`src/rtl/uart_link_pkg.sv`:
```
// Shared types and helpers for the host-link UART.
// Assumes byte-wide payloads of at most 8 data bits.
package uart_link_pkg;

    typedef enum logic [2:0] {
        PAR_NONE  = 3'd0,
        PAR_EVEN  = 3'd1,
        PAR_ODD   = 3'd2,
        PAR_MARK  = 3'd3,
        PAR_SPACE = 3'd4
    } parity_e;

    typedef struct packed {
        logic [7:0] data;
        logic       brk;
        logic       par_err;
        logic       frm_err;
    } rx_rec_t;

    // True when the mode code calls for a parity bit
    function automatic logic parity_used(logic [2:0] mode);
        return (mode >= 3'd1) && (mode <= 3'd4);
    endfunction

    // Expected parity bit for a byte under the given mode and length
    function automatic logic parity_value(logic [2:0] mode, logic [7:0] d, logic eight);
        logic x;
        x = ^(eight ? d : {1'b0, d[6:0]});
        case (mode)
            3'd1:    return x;
            3'd2:    return ~x;
            3'd3:    return 1'b1;
            default: return 1'b0;
        endcase
    endfunction

endpackage

```
`src/rtl/uart_tick_gen.sv`:
```
// Oversampling tick generator.
// Emits a one-cycle tick every 'divisor' clocks; a divisor of 0 acts as 1.
// Assumes the divisor is held steady while frames are in flight.
module uart_tick_gen #(
    parameter int DIV_W = 16
) (
    input  logic             clk,
    input  logic             rst_n,
    input  logic [DIV_W-1:0] divisor,
    output logic             tick
);
    logic [DIV_W-1:0] cnt;
    logic [DIV_W-1:0] lim_m1;

    // Last count value of one tick period
    always_comb lim_m1 = (divisor == '0) ? '0 : divisor - 1'b1;

    // Count clocks and pulse the tick at the end of each period
    always_ff @(posedge clk) begin
        if (!rst_n) begin
            cnt  <= '0;
            tick <= 1'b0;
        end else if (cnt >= lim_m1) begin
            cnt  <= '0;
            tick <= 1'b1;
        end else begin
            cnt  <= cnt + 1'b1;
            tick <= 1'b0;
        end
    end


    tick_spacing_chk: assert property (@(posedge clk) disable iff (!rst_n)
        (tick && divisor > 1) |=> !tick);

endmodule

```
`src/rtl/uart_tx_engine.sv`:
```
// Serial transmitter: start, 7/8 data bits LSB first, optional parity, 1/2 stop.
// Frame format is latched at acceptance; break forcing overrides the line.
module uart_tx_engine
    import uart_link_pkg::*;
#(
    parameter int OSR = 16
) (
    input  logic       clk,
    input  logic       rst_n,
    input  logic       tick,
    input  logic       eight_bits,
    input  logic       two_stop,
    input  logic [2:0] parity_mode,
    input  logic       force_break,
    input  logic [7:0] data_in,
    input  logic       valid_in,
    output logic       ready_out,
    output logic       serial_out
);
    localparam int CNT_W = $clog2(OSR);

    typedef enum logic [2:0] {TX_IDLE, TX_START, TX_DATA, TX_PAR, TX_STOP} tx_state_e;

    tx_state_e        state;
    logic [CNT_W-1:0] tcnt;
    logic [2:0]       bitn;
    logic [7:0]       shreg;
    logic             eight_q, two_q, par_on_q, par_bit_q, stop2_q, line;
    logic             accept;

    // Handshake and line drive
    always_comb begin
        ready_out  = (state == TX_IDLE) && !force_break;
        accept     = valid_in && ready_out;
        serial_out = line && !force_break;
    end

    // Frame sequencer: one bit per OSR ticks
    always_ff @(posedge clk) begin
        if (!rst_n) begin
            state <= TX_IDLE; tcnt <= '0; bitn <= '0; shreg <= '0;
            eight_q <= 1'b1; two_q <= 1'b0; par_on_q <= 1'b0; par_bit_q <= 1'b0;
            stop2_q <= 1'b0; line <= 1'b1;
        end else if (state == TX_IDLE) begin
            line <= 1'b1;
            if (accept) begin
                state     <= TX_START;
                line      <= 1'b0;
                tcnt      <= '0;
                shreg     <= data_in;
                eight_q   <= eight_bits;
                two_q     <= two_stop;
                par_on_q  <= parity_used(parity_mode);
                par_bit_q <= parity_value(parity_mode, data_in, eight_bits);
            end
        end else if (tick) begin
            if (tcnt != CNT_W'(OSR - 1)) begin
                tcnt <= tcnt + 1'b1;
            end else begin
                tcnt <= '0;
                case (state)
                    TX_START: begin
                        state <= TX_DATA; bitn <= '0; line <= shreg[0];
                    end
                    TX_DATA: begin
                        if (bitn == (eight_q ? 3'd7 : 3'd6)) begin
                            if (par_on_q) begin
                                state <= TX_PAR; line <= par_bit_q;
                            end else begin
                                state <= TX_STOP; line <= 1'b1; stop2_q <= 1'b0;
                            end
                        end else begin
                            bitn  <= bitn + 1'b1;
                            shreg <= {1'b0, shreg[7:1]};
                            line  <= shreg[1];
                        end
                    end
                    TX_PAR: begin
                        state <= TX_STOP; line <= 1'b1; stop2_q <= 1'b0;
                    end
                    default: begin
                        if (two_q && !stop2_q) stop2_q <= 1'b1;
                        else                   state   <= TX_IDLE;
                    end
                endcase
            end
        end
    end


    tx_idle_high_chk: assert property (@(posedge clk) disable iff (!rst_n)
        ready_out |-> serial_out);

    tx_accept_chk: assert property (@(posedge clk) disable iff (!rst_n)
        accept |=> !ready_out);

    tx_stop_level_chk: assert property (@(posedge clk) disable iff (!rst_n)
        (state == TX_STOP) |-> line);

endmodule

```
`src/rtl/uart_rx_engine.sv`:
```
// Serial receiver: synchronises the line, validates the start bit at mid-bit,
// samples each bit at its middle, checks parity and stop, and flags breaks.
// After a low stop bit it waits for the line to return high before hunting.
module uart_rx_engine
    import uart_link_pkg::*;
#(
    parameter int OSR = 16
) (
    input  logic       clk,
    input  logic       rst_n,
    input  logic       tick,
    input  logic       eight_bits,
    input  logic [2:0] parity_mode,
    input  logic       serial_in,
    output logic       rec_valid,
    output rx_rec_t    rec
);
    localparam int CNT_W = $clog2(OSR);

    typedef enum logic [2:0] {RX_IDLE, RX_START, RX_DATA, RX_PAR, RX_STOP, RX_WAIT_HIGH} rx_state_e;

    rx_state_e        state;
    logic             s1, rxd;
    logic [CNT_W-1:0] tcnt;
    logic [2:0]       bitn;
    logic [7:0]       shreg;
    logic             zeros, perr;

    // Two-flop synchroniser, idles high
    always_ff @(posedge clk) begin
        if (!rst_n) begin
            s1 <= 1'b1; rxd <= 1'b1;
        end else begin
            s1 <= serial_in; rxd <= s1;
        end
    end

    // Bit-centre sampler and record builder
    always_ff @(posedge clk) begin
        if (!rst_n) begin
            state <= RX_IDLE; tcnt <= '0; bitn <= '0; shreg <= '0;
            zeros <= 1'b0; perr <= 1'b0; rec_valid <= 1'b0; rec <= '0;
        end else begin
            rec_valid <= 1'b0;
            if (state == RX_WAIT_HIGH) begin
                if (rxd) state <= RX_IDLE;
            end else if (tick) begin
                case (state)
                    RX_IDLE: begin
                        if (!rxd) begin
                            state <= RX_START; tcnt <= '0;
                        end
                    end
                    RX_START: begin
                        if (tcnt == CNT_W'(OSR / 2 - 1)) begin
                            tcnt <= '0;
                            if (rxd) begin
                                state <= RX_IDLE;
                            end else begin
                                state <= RX_DATA; bitn <= '0; shreg <= '0;
                                zeros <= 1'b1; perr <= 1'b0;
                            end
                        end else begin
                            tcnt <= tcnt + 1'b1;
                        end
                    end
                    default: begin
                        if (tcnt != CNT_W'(OSR - 1)) begin
                            tcnt <= tcnt + 1'b1;
                        end else begin
                            tcnt  <= '0;
                            zeros <= zeros && !rxd;
                            case (state)
                                RX_DATA: begin
                                    shreg[bitn] <= rxd;
                                    if (bitn == (eight_bits ? 3'd7 : 3'd6))
                                        state <= parity_used(parity_mode) ? RX_PAR : RX_STOP;
                                    else
                                        bitn <= bitn + 1'b1;
                                end
                                RX_PAR: begin
                                    perr  <= (rxd != parity_value(parity_mode, shreg, eight_bits));
                                    state <= RX_STOP;
                                end
                                default: begin
                                    rec_valid   <= 1'b1;
                                    rec.data    <= shreg;
                                    rec.frm_err <= !rxd;
                                    rec.brk     <= !rxd && zeros;
                                    rec.par_err <= perr && !(!rxd && zeros);
                                    state       <= rxd ? RX_IDLE : RX_WAIT_HIGH;
                                end
                            endcase
                        end
                    end
                endcase
            end
        end
    end


    rx_brk_rec_chk: assert property (@(posedge clk) disable iff (!rst_n)
        (rec_valid && rec.brk) |-> (rec.data == 8'h00 && rec.frm_err && !rec.par_err));

    rx_seven_bit_chk: assert property (@(posedge clk) disable iff (!rst_n)
        (rec_valid && !eight_bits && $stable(eight_bits)) |-> !rec.data[7]);

endmodule

```
`src/rtl/uart_host_link.sv`:
```
// Top of the host-link UART: tick generator, transmitter, receiver, one-record
// holding register with CPU/HCI routing, and the two interrupt outputs.
// Assumes configuration inputs change only between frames.
module uart_host_link
    import uart_link_pkg::*;
#(
    parameter int DIV_W = 16,
    parameter int OSR   = 16,
    parameter int IRQ_N = 4
) (
    input  logic             clk,
    input  logic             rst_n,
    input  logic [DIV_W-1:0] cfg_divisor,
    input  logic             cfg_eight_bits,
    input  logic             cfg_two_stop,
    input  logic [2:0]       cfg_parity,
    input  logic             cfg_force_break,
    input  logic             cfg_route_hci,
    input  logic [IRQ_N-1:0] cfg_irq_mask,
    input  logic [7:0]       tx_data,
    input  logic             tx_valid,
    output logic             tx_ready,
    output logic             serial_out,
    input  logic             serial_in,
    output logic [7:0]       rx_data,
    output logic [2:0]       rx_flags,
    output logic             cpu_rx_valid,
    input  logic             cpu_rx_ready,
    output logic             hci_rx_valid,
    input  logic             hci_rx_ready,
    output logic             cpu_irq,
    output logic             hci_err_irq
);
    logic             tick;
    logic             rec_valid;
    rx_rec_t          rec;
    rx_rec_t          held;
    logic             held_v;
    logic             consume;
    logic [IRQ_N-1:0] irq_src;

    uart_tick_gen #(.DIV_W(DIV_W)) u_tick (
        .clk(clk), .rst_n(rst_n), .divisor(cfg_divisor), .tick(tick));

    uart_tx_engine #(.OSR(OSR)) u_tx (
        .clk(clk), .rst_n(rst_n), .tick(tick), .eight_bits(cfg_eight_bits),
        .two_stop(cfg_two_stop), .parity_mode(cfg_parity), .force_break(cfg_force_break),
        .data_in(tx_data), .valid_in(tx_valid), .ready_out(tx_ready), .serial_out(serial_out));

    uart_rx_engine #(.OSR(OSR)) u_rx (
        .clk(clk), .rst_n(rst_n), .tick(tick), .eight_bits(cfg_eight_bits),
        .parity_mode(cfg_parity), .serial_in(serial_in), .rec_valid(rec_valid), .rec(rec));

    // Route the held record and form the handshake
    always_comb begin
        cpu_rx_valid = held_v && !cfg_route_hci;
        hci_rx_valid = held_v && cfg_route_hci;
        consume      = (cpu_rx_valid && cpu_rx_ready) || (hci_rx_valid && hci_rx_ready);
        rx_data      = held.data;
        rx_flags     = {held.brk, held.par_err, held.frm_err};
    end

    // Single holding register; new records are dropped while it is full
    always_ff @(posedge clk) begin
        if (!rst_n) begin
            held_v <= 1'b0;
            held   <= '0;
        end else if (consume) begin
            held_v <= 1'b0;
        end else if (rec_valid && !held_v) begin
            held_v <= 1'b1;
            held   <= rec;
        end
    end

    // Interrupt sources; one mask bit per source, generated per index
    always_comb begin
        irq_src    = '0;
        irq_src[0] = cpu_rx_valid;
        irq_src[1] = tx_ready;
        if (IRQ_N > 2) irq_src[2 % IRQ_N] = cpu_rx_valid && (held.frm_err || held.par_err);
        if (IRQ_N > 3) irq_src[3 % IRQ_N] = cpu_rx_valid && held.brk;
    end

    // CPU interrupt is the OR of masked sources; HCI line merges all errors
    always_comb begin
        cpu_irq     = |(irq_src & cfg_irq_mask);
        hci_err_irq = hci_rx_valid && (held.frm_err || held.par_err || held.brk);
    end


    hold_stable_chk: assert property (@(posedge clk) disable iff (!rst_n)
        (held_v && !consume) |=> (held_v && $stable(rx_data) && $stable(rx_flags)));

    hci_irq_path_chk: assert property (@(posedge clk) disable iff (!rst_n)
        hci_err_irq |-> (hci_rx_valid && !cpu_rx_valid));

    route_excl_chk: assert property (@(posedge clk) disable iff (!rst_n)
        $onehot0({cpu_rx_valid, hci_rx_valid}));

endmodule

```
`config.mk`:
```
export PLATFORM = sky130hd
export DESIGN_NAME = uart_host_link
export DESIGN_NICKNAME = d
export VERILOG_FILES = /design/src/rtl/uart_link_pkg.sv /design/src/rtl/uart_tick_gen.sv /design/src/rtl/uart_tx_engine.sv /design/src/rtl/uart_rx_engine.sv /design/src/rtl/uart_host_link.sv
export SDC_FILE = /design/constraint.sdc
export NUM_CORES = 1
export LEC_CHECK = 0
export ABC_AREA = 1
export BUFFER_PORTS_ARGS = -buffer_cell sky130_fd_sc_hd__buf_2
export CORE_AREA = 2 2 95 188
export CTS_CLUSTER_SIZE = 8
export DETAILED_ROUTE_END_ITERATION = 7
export DIE_AREA = 0 0 97 190
export PLACE_DENSITY = 0.58
export SYNTH_ARGS = -nofsm -noshare
export SYNTH_HDL_FRONTEND = slang
export SYNTH_SLANG_ARGS = --single-unit
export TNS_END_PERCENT = 100
```
`constraint.sdc`:
```
create_clock -name clk -period 6.45 [get_ports clk]
set_clock_uncertainty 0.05 [all_clocks]
set_input_delay 1.29 -clock clk [delete_from_list [all_inputs] [get_ports clk]]
set_output_delay 1.29 -clock clk [all_outputs]
set_load 0.005 [all_outputs]
```
After elaboration in Yosys (flattened, before gate mapping)
Index checks and enable logic that the tools add are counted. Widths: inputs -> output; s select.

Bitwise operators: 14. Reductions and logical operators: 59. Order comparisons: 5. Add/sub/neg operators: 6. Eq/ne operators: 34. Mux-type cells: 85.

Operators with widths (count): $mux 8 (12); $mux 3 (22); $mux 4 (7); $mux 1 (27); $pmux 3 s2 (4); $reduce_and 7->1 (3); $reduce_and 5->1 (4); $eq 3x2->1 const B (6); $add 16x1->16 const B (1); $ge 16x16->1 (1); $logic_and 1x1->1 (16); $logic_not 16->1 (1); $mux 16 (1); $pmux 8 s2 (1); $reduce_xor 8->1 (2); $sub 16x1->16 const B (1); $not 1->1 (13); $ne 2x1->1 const B (6); $ne 2x2->1 const B (6); $pmux 1 s3 (4); $reduce_and 6->1 (2); $reduce_bool 2->1 (6); $eq 3x1->1 const B (3); $pmux 3 s3 (1); other kinds (32) (53).

Register bits after elaboration: 87. Logic and storage cells: 233.

Longest topological paths before layout
Gate-level depths: netlist (run 1).

Word-level depth: 14. Mapped depth: 18. Mapped depth without buffers: 18.

Hierarchy
Synthesis (run 1) repeated with hierarchy kept, for this count alone.

Cell total of the unflattened synthesis: 828. Area total of the unflattened synthesis: 5469.0 um2.

By module, submodules not included: uart_rx_engine (area an instance 1835.5 um2, times used 1, seq. area each 680.7 um2, cells an instance 263); uart_tick_gen (area an instance 1655.3 um2, times used 1, seq. area each 340.3 um2, cells an instance 254); uart_tx_engine (area an instance 1463.9 um2, times used 1, seq. area each 480.5 um2, cells an instance 239); uart_host_link (area an instance 514.2 um2, times used 1, seq. area each 240.2 um2, cells an instance 72).

Least setup slack after synthesis (run 1)
OpenSTA, ideal clock, no wires.

Kind: input to register. Start point: in cfg_divisor[0]. End point: reg u_tick.cnt[0]. Arrival: 3.653 ns. Path buffers: 1. Setup slack: 2.621 ns. Required time: 6.274 ns. Stages: 18. Cell sequence: inv_1 ha_1 nand2_1 inv_1 nand2_1 nor3_1 nand2_1 o21ai_0 nand3_1 ha_1 nand2_1 inv_1 nand3_1 nor3_1 nand3_1 nand4_1 clkbuf_1 nor2_1.

Word-level cells in the longest chain between the ends: 4.

RTL lines: start: declaration (RTL line uart_host_link.sv:13) `input logic [DIV_W-1:0] cfg_divisor,`; $sub 16x1->16 or $logic_not 16->1 (tied branches) (RTL line uart_tick_gen.sv:16) `always_comb lim_m1 = (divisor == '0) ? '0 : divisor - 1'b1;`; $mux 16 (*) (RTL line uart_tick_gen.sv:16); $ge 16x16->1 (*) (RTL line uart_tick_gen.sv:23) `end else if (cnt >= lim_m1) begin`; $reduce_or 2->1 (no source line) (*); end signal: assignment (RTL line uart_tick_gen.sv:27) `cnt <= cnt + 1'b1;`; end: declaration (RTL line uart_tick_gen.sv:12) `logic [DIV_W-1:0] cnt;`.

Every way passes the cells marked *; elsewhere a longest branch is shown, timed or not. A chain may end at the register's enable or synchronous reset.

Final worst setup path (run 1)
Start point: in cfg_divisor[0]. End point: reg u_tick.cnt[14].

Same word-level chain as after synthesis.

==> impl_results.md, run 1 <==
- Outcome: finished clean
- Worst Tran Pin Value: 0.876 ns
- Endpoints failing setup: 0
- Multi-input logic area: 2880 sq um
- Residual DRC: 0
- Die width: 97 um
- Core Rows: 68
- Highest-count cells in the layout ignoring fill and taps: nand2_1, nor2_1, dfxtp_1, inv_1, buf_2
- Vias per cell: 4.73
- Yosys reg bits: 87
- First-pass DRT Iterations: 4
- Lkg Pwr: 2.55 nW
- First-pass GRT wire length: 19.1 mm
- R2r worst-path depth: 6
- WHS Path Cells: 1
- Seq/Total Area, Yosys: 34.9%
- Chip Height: 190 um
- Total of max-cap violations: 0
- Post-route insts no fill: 988
- Most common cell after layout, fill and taps aside: nand2_1
- Antenna Violating Nets Remaining: 0
- Worst EP required: 6.64 ns
- Largest net degree at the start of global routing: 50
- All-layer global routing usage: 12.2%
- Crit start category: primary input
- Post-Syn Area: 5000 sq um
- Nets: 837
- Setup tns final: 0 ns
- Max-slew violations: 0
- Final hold vios: 0
- # Post-CTS Setup Buffers: 0
- Crit path DAT: 4.35 ns
- Initial antenna violation count: 0
- Crit path max fanout: 16
- Power Density: 216 nW/um^2
- Final min period: 4.16 ns
- Worst Slack Setup Final: 2.29 ns
- Skew-Pair Late Insertion Delay: 0.33 ns
- Syn nets: 783
- Share of layout cells above drive strength 1: 14.4%
- Fill cells: 1836
- Post-route worst hold slack: 0.366 ns
- Dpl ws: 1.92 ns
- Core box area: 17100 sq um
- Total length of routed wires: 11.1 mm
- Drt first-iter violations: 234
- Synth top area share: 34.9%
- Resized cells post-CTS: 0
- Register area: 1740 sq um
- Crit path capture type: register
- Dominant cells by area after synthesis: dfxtp_1, nand2_1, nor2_1
- Placer Congestion: 0.896
- Crit share post-route: 64.4%
- Port-buffer cells: 57
- Maximum vdd drop: 0.103 mV
- Starting Density: 29.2%
- CTS Sinks: 87
- H-tree levels: 3
- Max Freq: 241 MHz
- Syn Inst Count: 719
- Syn Area/Cell: 6.95 sq um
- # IOs: 58
- Placed insts: 972
- Post-synth top area cell: dfxtp_1
- RSZ-0062 raised after global routing: no
- Final HPWL DP: 8.51 mm
- Slew Limit Headroom: 41.2%
- Longest Clk Path Bufs: 2
- HP Class: reg -> reg
- Clk root buf: clkbuf_16
- Hold buffers post-CTS: 0
- Critical path class: in -> reg
- CTS buffer count: 9
- Vias in the first global route: 4382
- N_diodes: 0
- DIE AREA: 18400 sq um
- Area growth syn-to-layout: 15.9%
- Design Power: 1.25 mW
- Routed length per instance: 11.2 um
- Reg clk slew, reported paths: 0.06 ns
- Total grt overflow: 0
- TritonCTS clock tree: done
- Syn. warnings: 0
- Cell variety after synth: 44
- Via Count: 4673
metal layers:
metal,track usage (%),vias up,wire length (um)
met2,21.4,89,5260
met3,2.57,11,522
li1,-,2492,-
met5,0,-,0
met1,14.9,2081,5120
met4,3.68,0,152
critical path, cell delays in order:
cell and delay [ns]:
buf_2 0.11, inv_1 0.11, ha_1 0.20, nand2_1 0.13, inv_1 0.08, nand2_1 0.08, nor3_1 0.37, nand2_1 0.09
o21ai_0 0.16, nand3_1 0.09, ha_1 0.27, nand2_1 0.08, inv_1 0.04, nand3_1 0.08, inv_1 0.05, a21oi_1 0.19
nand4_1 0.55, nor3b_1 0.37
per-stage QoR:
| step | util [%] | cell area, sq um |
|---|---|---|
| final | 33.9 | 5790 |
| after floorplan | - | 5000 |
| after global routing | 33.9 | 5790 |
| after CTS | 33.9 | 5790 |
| after detailed placement | 32.0 | 5480 |
| after global placement | 32.0 | 5480 |
final timing paths:
check	from	to	slack [ns]
max reg2reg	u_tick.cnt[9]	u_tick.cnt[14]	4.26
min	u_rx.s1	u_rx.rxd	0.37
max	cfg_divisor[0]	u_tick.cnt[14]	2.29
min reg2reg	u_rx.s1	u_rx.rxd	0.37
synthesized netlist by cell type (all sizes together):
master / count
ha: 23
nor4: 3
o31ai: 1
nand3b: 1
xor2: 15
nand3: 37
o211ai: 3
a221oi: 1
nand2: 160
inv: 81
or2: 9
dfxtp: 87
o21ai: 59
nor3b: 2
and3: 1
a22o: 1
a22oi: 1
nand4: 18
buf: 5
a31oi: 11
a21oi: 57
a211oi: 7
xnor2: 11
o2111ai: 1
nor3: 17
clkinv: 1
clkbuf: 9
nor2: 97
final cells by class:
cell class | instances | area share [%]
Multi-Input combinational cell | 536 | 49.7
Sequential cell | 87 | 30.1
Inverter | 82 | 5.36
Timing Repair Buffer | 57 | 4.93
Clock buffer | 13 | 4.67
Tap cell | 210 | 4.54
Clock inverter | 3 | 0.691
power by group:
group / internal (mW) / switching, mW / leakage (nW) / total [mW]
logic: 0.0536 / 0.0972 / 1.69 / 0.151
registers: 0.556 / 0.0108 / 0.704 / 0.567
clock network: 0.330 / 0.202 / 0.156 / 0.532
total: 0.940 / 0.310 / 2.55 / 1.25
cell families after synthesis:
family	share of synthesized area, %
AOI/OAI and AO/OA	15.8
and+or+nand+nor	31.5
xor gates and xnor gates	4.56
adders and majority gates	5.76
DFF	34.9
buffers and inverters	7.51
registers in the layout, summed over array words and instances, names as in the netlist, 4 cells and up:
register    count
rx_data         8
u_rx.rec       11
u_rx.shreg      8
u_rx.tcnt       4
u_tick.cnt     16
u_tx.shreg      8
u_tx.tcnt       4
Power figures use the tool's default switching activity.
==> inputs of run 2 (changes only) <==
Settings changed: PLACE_DENSITY 0.58 to 0.59.
Clock period 6.45 ns to 3.7 ns, I/O delays scaled along.
==> run 2 against run 1 <==
Compared with the run above: clock power grew 84%; sequential cell count is the same; largest power group unchanged; combinational power grew 75%; final area grew 0.84%; die area is the same; sequential share of layout area shrank 0.25 points; highest routed layer unchanged; via count grew 0.45%; final cell count grew 0.51%; critical endpoint is now u_tick.cnt[2]; sequential power grew 74%; register-to-register slack lost 2.6 ns; core utilization grew 0.29 points.
==> impl_results.md, run 2 (synthesis gave the netlist of run 1 again) <==
- R2r worst-path depth: 7
- Delay-heaviest family, CP: simple AND/OR/NAND/NOR gates
- Most common cell after layout, fill and taps aside: nand2_1
- Dpl ws: 0.148 ns
- CTS buffer count: 9
- DIE AREA: 18400 sq um
- # IOs: 58
- Critical path class: in -> reg
- Max stage delay cell, worst path: ha_1
- Longest Clk Path Bufs: 2
- Worst r2r src: u_rx.tcnt[0]
- Most frequent cell on the critical path: nand2_1
- Endpoints failing setup: 0
- Vias in the first global route: 4307
- Worst Tran Pin Value: 0.871 ns
- Hold buffers post-CTS: 0
- Total grt overflow: 0
- Initial antenna violation count: 0
- CTS Sinks: 87
- Area growth syn-to-layout: 16.9%
- Nets: 842
- Max Freq: 315 MHz
- Total length of routed wires: 11.1 mm
- Clk root buf: clkbuf_16
- Resized cells post-CTS: 0
- Max reg flops: 16
- Crit share post-route: 85.9%
- CP endpoint: u_tick.cnt[2]
- Worst EP required: 3.89 ns
- Worst R2R End: u_rx.rec[1]
- Biggest register: u_tick.cnt
- Reg clk slew, reported paths: 0.06 ns
- Crit path cell chain: buf_2, inv_1, ha_1, nand2_1, inv_1, nand2_1, nor3_1, nand2_1, o21ai_0, nand3_1, ha_1, nand2_1, inv_1, nand3_1, nor3_1, nand3_1, nand4_1, buf_4, nor2_1
- Maximum vdd drop: 0.164 mV
- All-layer global routing usage: 12.3%
- Lkg Pwr: 2.58 nW
- TritonCTS clock tree: done
- Vias per cell: 4.73
- Crit path buf inv count: 5
- Slew Limit Headroom: 41.5%
- Setup tns final: 0 ns
- Core Rows: 68
- Crit path max fanout: 7
- Post-route worst hold slack: 0.365 ns
- Share of layout cells above drive strength 1: 15.1%
- Via Count: 4694
- Top Registers: u_tick.cnt: 16 flops, u_rx.rec: 11 flops
- Flop2flop setup slack: 1.61 ns
- Final min period: 3.18 ns
- Port-buffer cells: 57
- Skew-Pair Late Insertion Delay: 0.35 ns
- Chip Height: 190 um
- H-tree levels: 3
- Outcome: finished clean
- # Post-CTS Setup Buffers: 0
- Worst Slack Setup Final: 0.521 ns
- Largest net degree at the start of global routing: 49
- Crit. Startpoint: cfg_divisor[0]
- Starting Density: 29.2%
- Antenna Violating Nets Remaining: 0
- CP Depth: 19
- Routed length per instance: 11.2 um
- Power Density: 383 nW/um^2
- Final hold vios: 0
- Die width: 97 um
- Max incr delay on CP: 0.28 ns
- Placer Congestion: 0.846
- Crit path capture type: register
- Final HPWL DP: 8.55 mm
- Residual DRC: 0
- Fill cells: 1816
- Hold Startpoint: u_rx.s1
- Core box area: 17100 sq um
- First-pass DRT Iterations: 5
- Design Power: 2.24 mW
- First-pass GRT wire length: 19.2 mm
- Crit start category: primary input
- N_diodes: 0
- RSZ-0062 raised after global routing: no
- Max-slew violations: 0
- HP Class: reg -> reg
- Drt first-iter violations: 152
- Highest-count cells in the layout ignoring fill and taps: nand2_1, nor2_1, dfxtp_1, inv_1, buf_2
- Total of max-cap violations: 0
- Crit path DAT: 3.37 ns
==> run 2: cell count changes in the layout (fill, tap and decap cells not counted) <==
cell | before | now
buf_4 | 0 | 5
bufinv_16 | 1 | 2
clkbuf_1 | 1 | 0
clkbuf_8 | 3 | 0
clkinv_4 | 0 | 2
inv_6 | 0 | 1
==> run 2: final cells by class <==
type                       count  area [sq um]  share of cell area (%)
tap                          210           263                    4.50
sequential                    87          1740                    29.8
multi-input combinational    536          2880                    49.3
clock inverter                 7          96.3                    1.65
timing repair buffer          62           323                    5.53
inverter                      82           310                    5.31
clock buffer                   9           225                    3.86
==> run 2: metal layers <==
metal	track usage, %	routed length [um]	up-vias
li1	-	-	2505
met1	15.2	5150	2095
met2	21.3	5310	81
met3	2.79	485	13
met4	3.58	168	0
met5	0	0	-
==> run 2: how the worst min path moves through the flow <==
| stage | endpoint | cells after the start |
|---|---|---|
| after CTS | u_rx.rxd | 1 |
| after detailed placement | u_rx.rxd | 1 |
| after global placement | u_rx.rxd | 1 |
| after floorplan | u_rx.rxd | 1 |
| after global routing | u_rx.rxd | 1 |
| final | u_rx.rxd | 1 |
==> run 2: per-stage QoR <==
stage	util (%)	instance area [sq um]	instances
2_1_floorplan	-	5000	719
3_3_place_gp	32.3	5520	977
3_5_place_dp	32.3	5520	977
4_1_cts	34.1	5840	993
5_1_grt	34.1	5840	993
6_report	34.1	5840	993
==> run 2: worst reg2reg max path: cells and delay by family, from the launching register on <==
family,cells,cell delay [ns]
adders and majority gates,1,0.20
buffers and inverters,1,0.13
DFF,1,0.37
and+or+nand+nor,4,1.21
AOI/OAI and AO/OA,1,0.08
==> run 2: power by group <==
group	internal [mW]	total, mW	switching [mW]
registers	0.969	0.989	0.0195
logic	0.0964	0.265	0.169
clock network	0.594	0.981	0.387
total	1.66	2.24	0.576
==> inputs of run 3 (changes only) <==
Settings changed: CORE_AREA 2 2 95 188 to 2 2 99 196, DIE_AREA 0 0 97 190 to 0 0 101 198, SYNTH_HIERARCHICAL set to 1.
==> run 3 against run 2 <==
Compared with the run above: sequential share of layout area decreased by 2.0 points; final cell count increased by 12%; critical path depth fell by 4; global-route usage up 1.2 points; register-to-register slack better by 0.16 ns; largest cell class unchanged; highest routed layer unchanged.
==> impl_results.md, run 3 <==
- Outcome: finished clean
- Lkg Pwr: 2.90 nW
- Worst Tran Pin Value: 0.651 ns
- N_diodes: 0
- Syn Inst Count: 828
- Seq/Total Area, Yosys: 31.8%
- Worst Hold Path EP: u_rx/rxd
- Max Freq: 336 MHz
- # IOs: 58
- Cell variety after synth: 45
- Crit share post-route: 80.6%
- Residual DRC: 0
- Antenna Violating Nets Remaining: 0
- Power Density: 382 nW/um^2
- Share of layout cells above drive strength 1: 15.3%
- Final hold vios: 0
- Setup tns final: 0 ns
- R2r worst-path depth: 8
- Post-route insts no fill: 1108
- Placed insts: 1093
- Vias in the first global route: 5116
- WHS Path Cells: 1
- Top Registers: u_tick/cnt: 16 flops, u_rx/rec: 11 flops
- CTS Sinks: 87
- Flop2flop setup slack: 1.77 ns
- Area growth syn-to-layout: 14.3%
- # Post-CTS Setup Buffers: 0
- Yosys reg bits: 87
- Via Count: 5126
- Max reg flops: 16
- Syn. warnings: 6
- Starting Density: 29.3%
- Total of max-cap violations: 0
- Total grt overflow: 0
- Slew Limit Headroom: 56.5%
- Ys async rst share: 0%
- Vias per cell: 4.63
- H-tree levels: 3
- Chip Height: 198 um
- Dominant cells by area after synthesis: dfxtp_1, nand2_1, nor2_1
- Final HPWL DP: 10.2 mm
- RSZ-0062 raised after global routing: no
- Total length of routed wires: 12.8 mm
- Syn nets: 892
- Reg clk slew, reported paths: 0.07 ns
- Endpoints failing setup: 0
- Critical path class: in -> reg
- Syn Area/Cell: 6.61 sq um
- Max-slew violations: 0
- Post-Syn Area: 5470 sq um
- Number of synthesized flops with an enable pin: 0
- Placer Congestion: 0.833
- Initial antenna violation count: 0
- Highest-count cells in the layout ignoring fill and taps: nand2_1, nor2_1, inv_1, dfxtp_1, buf_2
- Core Rows: 71
- All-layer global routing usage: 13.5%
- Drt first-iter violations: 127
- Clk root buf: clkbuf_16
- Crit path DAT: 3.20 ns
- Synth Flop Type: dfxtp_1
- Skew-Pair Late Insertion Delay: 0.35 ns
- Synth top area share: 31.8%
- Crit path capture type: register
- Maximum vdd drop: 0.225 mV
- Worst EP required: 3.92 ns
- Worst r2r src: u_rx/tcnt[0]
- TritonCTS clock tree: done
- Final min period: 2.98 ns
- Port-buffer cells: 57
- Resized cells post-CTS: 0
- Hold buffers post-CTS: 0
- Most common cell in the netlist: nand2_1
- Largest net degree at the start of global routing: 29
- First-pass GRT wire length: 21.7 mm
- Nets: 949
- Fill cells: 2097
- DIE AREA: 20000 sq um
- HP Class: reg -> reg
- Hold Startpoint: u_rx/s1
- Worst R2R End: u_rx/rec[2]
- First-pass DRT Iterations: 4
- Die width: 101 um
- Commonest cells post-synth: nand2_1, nor2_1, inv_1, dfxtp_1, a21oi_1
- Longest Clk Path Bufs: 2
- Routed length per instance: 11.5 um
- Most common cell after layout, fill and taps aside: nand2_1
- Post-synth top area cell: dfxtp_1
- Crit path max fanout: 16
- Core box area: 18700 sq um
- Crit start category: primary input
- Biggest register: u_tick/cnt
- CTS buffer count: 9
[run 3: worst max-delay path, stage by stage]
cell and delay (ns):
buf_2 0.12, inv_1 0.15, ha_1 0.17, inv_1 0.08, nor3_1 0.37, nand4_4 0.25, nand3b_1 0.16, ha_1 0.26
a21oi_1 0.13, nand2_1 0.09, nand2_1 0.06, nand2_1 0.06, nand2_1 0.09, nand3_2 0.28, nor2_1 0.18
[run 3: worst max path at each step]
| stage | cells after the start | to | slack (ns) | from |
|---|---|---|---|---|
| final | 15 | u_tick/cnt[1] | 0.72 | cfg_divisor[0] |
| after global routing | 17 | u_tick/cnt[7] | 0.45 | cfg_divisor[0] |
| after CTS | 15 | u_tick/cnt[1] | 0.67 | cfg_divisor[0] |
| after detailed placement | 15 | u_tick/cnt[11] | 0.31 | cfg_divisor[0] |
| after global placement | 15 | u_tick/cnt[0] | 0.32 | cfg_divisor[0] |
| after floorplan | 17 | u_tick/cnt[11] | 1.0 | cfg_divisor[0] |
[run 3: area by class of cell]
type | instances | area [sq um] | area share [%]
clock inverters | 6 | 68.8 | 1.10
inverters | 116 | 435 | 6.97
clock buffers | 9 | 225 | 3.60
repair buffers | 59 | 300 | 4.81
flip-flops and latches | 87 | 1740 | 27.9
well taps | 219 | 274 | 4.39
multi-input cells | 612 | 3200 | 51.3
[run 3: power by group]
part | total, mW | switching, mW | internal (mW)
sequential | 1.01 | 0.0324 | 0.982
combinational | 0.448 | 0.298 | 0.150
clock | 0.922 | 0.396 | 0.526
total | 2.38 | 0.727 | 1.66
[run 3: per-stage QoR]
| step | util, % | cell area [sq um] | setup WS, ns | hold slack [ns] | total power [mW] |
|---|---|---|---|---|---|
| 2_1_floorplan | - | 5470 | 0.998 | 0.343 | 1.37 |
| 3_3_place_gp | 31.9 | 5950 | 0.318 | 0.373 | 1.48 |
| 3_5_place_dp | 31.9 | 5950 | 0.307 | 0.373 | 1.49 |
| 4_1_cts | 33.5 | 6250 | 0.667 | 0.379 | 2.43 |
| 5_1_grt | 33.5 | 6250 | 0.452 | 0.381 | 2.54 |
| 6_report | 33.5 | 6250 | 0.720 | 0.371 | 2.38 |
[run 3: kinds of logic after synthesis]
family / share of synthesized area [%]
compound gates: 12.0
fa+ha+maj: 5.26
xor+xnor: 3.20
buf+inv: 9.59
simple gates: 38.1
flops: 31.8
[run 3: per-layer routing]
layer  part of all wire (%)  up-vias  track usage [%]
met4                    3.3        0             7.41
li1                       -     2750                -
met5                      0        -                0
met1                     37     2273             11.7
met3                    2.5       21             1.52
met2                     57       82             28.2
